<file path="src/rtl/slmin_pkg.sv">
package slmin_pkg;

  // Number of registered tree levels needed for n leaves.
  function automatic int tree_levels(input int n);
    int lv;
    lv = 0;
    while ((1 << lv) < n) lv++;
    return lv;
  endfunction

endpackage

</file>
<file path="src/rtl/slmin_window.sv">
module slmin_window #(
  parameter int DEPTH = 6,
  parameter int WIDTH = 8
) (
  input  logic                         clk,
  input  logic                         rst,
  input  logic                         shift_en,
  input  logic [WIDTH-1:0]             din,
  output logic [DEPTH-1:0][WIDTH-1:0]  taps
);

  // taps[0] is the newest sample, taps[DEPTH-1] the oldest.
  always_ff @(posedge clk) begin
    if (rst) begin
      for (int i = 0; i < DEPTH; i++) taps[i] <= '1;
    end else if (shift_en) begin
      taps[0] <= din;
      for (int i = 1; i < DEPTH; i++) taps[i] <= taps[i-1];
    end
  end

endmodule

</file>
<file path="src/rtl/slmin_delay.sv">
module slmin_delay #(
  parameter int WIDTH  = 8,
  parameter int STAGES = 1
) (
  input  logic             clk,
  input  logic             rst,
  input  logic [WIDTH-1:0] din,
  output logic [WIDTH-1:0] dout
);

  generate
    if (STAGES == 0) begin : g_wire
      logic unused_clk_rst;
      assign unused_clk_rst = clk ^ rst;
      assign dout = din;
    end else begin : g_regs
      logic [STAGES-1:0][WIDTH-1:0] pipe;
      always_ff @(posedge clk) begin
        if (rst) begin
          for (int i = 0; i < STAGES; i++) pipe[i] <= '1;
        end else begin
          pipe[0] <= din;
          for (int i = 1; i < STAGES; i++) pipe[i] <= pipe[i-1];
        end
      end
      assign dout = pipe[STAGES-1];
    end
  endgenerate

endmodule

</file>
<file path="src/rtl/slmin_cmp.sv">
module slmin_cmp #(
  parameter int WIDTH = 8
) (
  input  logic             clk,
  input  logic             rst,
  input  logic [WIDTH-1:0] lo_op,
  input  logic [WIDTH-1:0] hi_op,
  output logic [WIDTH-1:0] q
);

  // Lower-index operand wins only when strictly smaller; ties take the upper one.
  always_ff @(posedge clk) begin
    if (rst) q <= '1;
    else     q <= (lo_op < hi_op) ? lo_op : hi_op;
  end

endmodule

</file>
<file path="src/rtl/slmin_node.sv">
module slmin_node #(
  parameter int N      = 6,
  parameter int WIDTH  = 8,
  parameter int STAGES = 3
) (
  input  logic                     clk,
  input  logic                     rst,
  input  logic [N-1:0][WIDTH-1:0]  elems,
  output logic [WIDTH-1:0]         q
);

  localparam int NLO = N / 2;
  localparam int NHI = N - NLO;

  generate
    if (N == 1) begin : g_leaf
      // Leaf reached early: pad with registers so the snapshot lines up.
      slmin_delay #(.WIDTH(WIDTH), .STAGES(STAGES)) u_pad (
        .clk (clk),
        .rst (rst),
        .din (elems[0]),
        .dout(q)
      );
    end else begin : g_split
      logic [WIDTH-1:0] lo_q, hi_q;

      slmin_node #(.N(NLO), .WIDTH(WIDTH), .STAGES(STAGES-1)) u_lo (
        .clk  (clk),
        .rst  (rst),
        .elems(elems[NLO-1:0]),
        .q    (lo_q)
      );

      slmin_node #(.N(NHI), .WIDTH(WIDTH), .STAGES(STAGES-1)) u_hi (
        .clk  (clk),
        .rst  (rst),
        .elems(elems[N-1:NLO]),
        .q    (hi_q)
      );

      slmin_cmp #(.WIDTH(WIDTH)) u_cmp (
        .clk  (clk),
        .rst  (rst),
        .lo_op(lo_q),
        .hi_op(hi_q),
        .q    (q)
      );
    end
  endgenerate

endmodule

</file>
<file path="src/rtl/slide_min_pipe.sv">
module slide_min_pipe #(
  parameter int DEPTH = 6,
  parameter int WIDTH = 8
) (
  input  logic             clk,
  input  logic             rst,
  input  logic             in_valid,
  input  logic [WIDTH-1:0] in_sample,
  output logic             out_valid,
  output logic [WIDTH-1:0] out_min
);

  localparam int LEVELS = slmin_pkg::tree_levels(DEPTH);

  logic [DEPTH-1:0][WIDTH-1:0] win_taps;
  logic [LEVELS:0]             vld_pipe;

  slmin_window #(.DEPTH(DEPTH), .WIDTH(WIDTH)) u_win (
    .clk     (clk),
    .rst     (rst),
    .shift_en(in_valid),
    .din     (in_sample),
    .taps    (win_taps)
  );

  slmin_node #(.N(DEPTH), .WIDTH(WIDTH), .STAGES(LEVELS)) u_tree (
    .clk  (clk),
    .rst  (rst),
    .elems(win_taps),
    .q    (out_min)
  );

  // Valid travels alongside the data: one flop for the window, one per level.
  always_ff @(posedge clk) begin
    if (rst) begin
      vld_pipe <= '0;
    end else begin
      vld_pipe[0] <= in_valid;
      for (int i = 1; i <= LEVELS; i++) vld_pipe[i] <= vld_pipe[i-1];
    end
  end

  assign out_valid = vld_pipe[LEVELS];

endmodule

</file>
<file path="config.mk">
export PLATFORM = sky130hd
export DESIGN_NAME = slide_min_pipe
export DESIGN_NICKNAME = d
export VERILOG_FILES = /design/src/rtl/slmin_pkg.sv /design/src/rtl/slmin_window.sv /design/src/rtl/slmin_delay.sv /design/src/rtl/slmin_cmp.sv /design/src/rtl/slmin_node.sv /design/src/rtl/slide_min_pipe.sv
export SDC_FILE = /design/constraint.sdc
export NUM_CORES = 1
export LEC_CHECK = 0
export BUFFER_PORTS_ARGS = -buffer_cell sky130_fd_sc_hd__buf_4
export CAP_MARGIN = 20
export CORE_ASPECT_RATIO = 0.8
export CORE_UTILIZATION = 45
export CTS_BUF_LIST = sky130_fd_sc_hd__clkbuf_8 sky130_fd_sc_hd__clkbuf_16
export CTS_CLUSTER_SIZE = 16
export DETAILED_ROUTE_END_ITERATION = 10
export PLACE_DENSITY = 0.58
export SLEW_MARGIN = 20
export SYNTH_ARGS = -nofsm -noshare
export SYNTH_HDL_FRONTEND = slang
export SYNTH_SLANG_ARGS = --single-unit
</file>
<file path="constraint.sdc">
create_clock -name clk -period 2.8 [get_ports clk]
set_clock_uncertainty 0.15 [all_clocks]
set_input_delay 0.42 -clock clk [delete_from_list [all_inputs] [get_ports clk]]
set_output_delay 0.42 -clock clk [all_outputs]
set_load 0.02 [all_outputs]
</file>
==> impl_metrics.tcl <==
set metrics [dict create \
    hp-class "primary input to flop" \
    synth_mux_area_share_pct 14.1 \
    crit_arrival_ns 2.36 \
    wl_um 8680 \
    ys_ff_latch 108 \
    drt_iter0_markers 157 \
    path_class "flop to flop" \
    synth.top_cell.area_share_pct 46.0 \
    period_share_pct 80.6 \
    portBuffers 19 \
    ctsResizeCount 0 \
    initial_core_util_pct 47.5 \
    clock_latency_ns 0.34 \
    cts_sinks 108 \
    place.gp.congestion 0.809 \
    synth_area_sq_um 4700 \
    viasPerCell 4.88 \
    nets 526 \
    start_kind "flop" \
    p_sw_share_pct 26.1 \
    clk_pin_slew_ns 0.07 \
    hold_viol 0 \
    drive_above_1_share_pct 13.0 \
    postRouteAntennaNets 0 \
    drv_cap 0 \
    cts_root_buf "clkbuf_16" \
    worstPathCellList "inv_1 -> ha_1 -> and3_1 -> a221oi_1 -> o21a_1 -> mux2i_1" \
    rsz0062_at_grt "no" \
    cts_tree "done" \
    power_frac_seq_pct 47.4 \
    dp_hpwl_um 6210 \
    slew_headroom_pct 45.2 \
    pwr-share-comb_pct 16.0 \
    setup_ws_ns 0.543 \
    pwr-share-clk_pct 36.5 \
    synth_xor_area_share_pct 0 \
    synthCells 474 \
    synth-adder-area-share_pct 9.33 \
    n_fill_cell 908 \
    pre_cts_slack_ns 0.557 \
    htreeDepth 3 \
    die_area_sq_um 10800 \
    power_density_nw_per_um2 682 \
    max_freq_mhz 443 \
    grt_max_degree 64 \
    post_cts_buffers 0 \
    crit_fanout 8 \
    die_y_um 93.4 \
    ys_seq_area_share_pct 46.0 \
    drt-pass1-iter-count 4 \
    core_sq_um 9890 \
    diodes 0 \
    vias 3031 \
    crit_buf_inv 1 \
    setup_viol 0 \
    p_int_uw 2620 \
    timing.hold.ws_ns 0.138 \
    crit_family "compound AO/OA/AOI/OAI gates" \
    cts_buffers 9 \
    synth_cell_types 26 \
    grt_pass1_wl_um 14600 \
    p_leak_uw 0.00247 \
    ir_worst_vdd_v 0.000361 \
    yosys.area_share.simple_pct 13.1 \
    synth.avg_cell_area_sq_um 9.91 \
    slowest_delay_ns 0.47 \
    cts_buffer_depth 2 \
    grt_use_total_pct 17.9 \
    synth.area.top_cells "dfxtp_1 (46%), mux2i_1 (14%), ha_1 (9.3%)" \
    synth_compound_area_share_pct 11.6 \
    synth_top_family_by_area "multiplexers" \
    layout_min_cycle_time_ns 2.26 \
    utilization_pct 52.6 \
    die_w_um 116 \
    cp-end-kind "flop" \
    grt_pass1_vias 2886 \
    fin_setup_tns_ns 0 \
    slowest_stage "o21a_1" \
    status "completed" \
    maxSlewViolCount 0 \
    cp.required_ns 2.90 \
    yosysWarnings 0 \
    hold_buffers 0 \
    grt-ovfl-total 0 \
    wl_per_cell_um 14.0 \
    grt_antenna_before_repair 0 \
    yosysTopAreaCell "dfxtp_1" \
    worst_slew_pin_slew_ns 0.822 \
    num_io_pins 20 \
    switchingPower_uw 925 \
    drc 0 \
    syn_to_final_growth_pct 10.7 \
    rows 32 \
    syn_nets 520 \
]
flip-flops by register name, indices dropped and copies added (netlist names):
register and flops:
u_win.taps 48, u_tree.g_split.u_cmp.q 8, u_tree.g_split.u_hi.g_split.u_cmp.q 8, u_tree.g_split.u_hi.g_split.u_hi.g_split.u_cmp.q 8, u_tree.g_split.u_hi.g_split.u_lo.g_leaf.u_pad.dout 8, u_tree.g_split.u_lo.g_split.u_cmp.q 8
u_tree.g_split.u_lo.g_split.u_hi.g_split.u_cmp.q 8, u_tree.g_split.u_lo.g_split.u_lo.g_leaf.u_pad.dout 8, vld_pipe 4
area by class of cell:
type | instances | area (sq um) | share of cell area, %
Tap cell | 136 | 170 | 3.27
Inverter | 37 | 139 | 2.67
Timing Repair Buffer | 21 | 158 | 3.03
Sequential cell | 108 | 2160 | 41.6
Clock buffer | 10 | 239 | 4.60
Clock inverter | 6 | 71.3 | 1.37
Multi-Input combinational cell | 303 | 2260 | 43.5
path summary, 6_finish.rpt:
path | startpoint | to | slack, ns | cells after the start
setup / recovery | u_win.taps[23]$_SDFFE_PP1P_ | flop | 0.54 | 6
hold / removal | in_sample[7] | u_win.taps[7]$_SDFFE_PP1P_ | 0.14 | 3
setup reg to reg | u_win.taps[23]$_SDFFE_PP1P_ | flop | 0.54 | 6
hold reg to reg | vld_pipe[1]$_SDFF_PP0_ | vld_pipe[2]$_SDFF_PP0_ | 0.29 | 1
placed cells by master, fill, tap and decap left out:
cell type,n
a21o_1,5
nand2b_4,1
o21a_1,8
dfxtp_1,108
ha_1,35
o2111ai_4,1
nand2_1,48
a221oi_4,1
clkinvlp_4,2
clkbuf_16,9
nand2b_1,4
buf_4,21
clkinv_4,1
nor2_1,64
mux2i_1,66
nor2b_1,4
and3_1,4
o211ai_1,34
clkbuf_8,1
inv_1,37
inv_6,2
a221oi_1,4
a2111oi_2,4
a211o_1,1
or2_2,16
and2_2,1
a31oi_4,1
o21a_4,1
bufinv_16,1
Yosys cell counts, drive strengths merged:
| cell type | n |
|---|---|
| a2111oi | 4 |
| a211o | 1 |
| a21o | 5 |
| a221oi | 5 |
| a31oi | 1 |
| and2 | 1 |
| and3 | 4 |
| buf | 13 |
| clkbuf | 13 |
| dfxtp | 108 |
| ha | 35 |
| inv | 37 |
| mux2i | 66 |
| nand2 | 48 |
| nand2b | 5 |
| nor2 | 64 |
| nor2b | 4 |
| o2111ai | 1 |
| o211ai | 34 |
| o21a | 9 |
| or2 | 16 |
kinds of logic after synthesis:
logic type | count (synthesis)
multiplexers | 66
adder cells (fa/ha/maj) | 35
flip-flops | 108
AO/OA/AOI/OAI | 60
buffers and inverters | 63
AND/OR/NAND/NOR | 142
per-stage QoR:
step	instance area [sq um]	power [uW]	std cells
6_report	5200	3550	621
5_1_grt	5200	3730	621
4_1_cts	5200	3600	621
3_5_place_dp	4890	2290	605
3_3_place_gp	4890	2280	605
2_1_floorplan	4700	2200	474
layer usage:
metal | global-route usage [%] | vias up | share of wire (%)
met5 | 0 | - | 0
met4 | 5.13 | 0 | 0.98
met3 | 5.06 | 8 | 3.1
met2 | 25.8 | 33 | 41
met1 | 25.9 | 1380 | 55
li1 | - | 1610 | -
power by group through the flow:
stage | Combinational, uW | Sequential (uW) | Clock (uW)
final | 569 | 1680 | 1300
after global routing | 635 | 1690 | 1400
after CTS | 576 | 1680 | 1340
after detailed placement | 572 | 1720 | 0
after global placement | 566 | 1720 | 0
after floorplan | 486 | 1710 | 0
tightest hold or removal path, delay by kind of cell:
family / cells / cell delay [ns]
muxes: 1 / 0.05
buffers and inverters: 1 / 0.07
and+or+nand+nor: 1 / 0.06
Power figures use the tool's default switching activity.
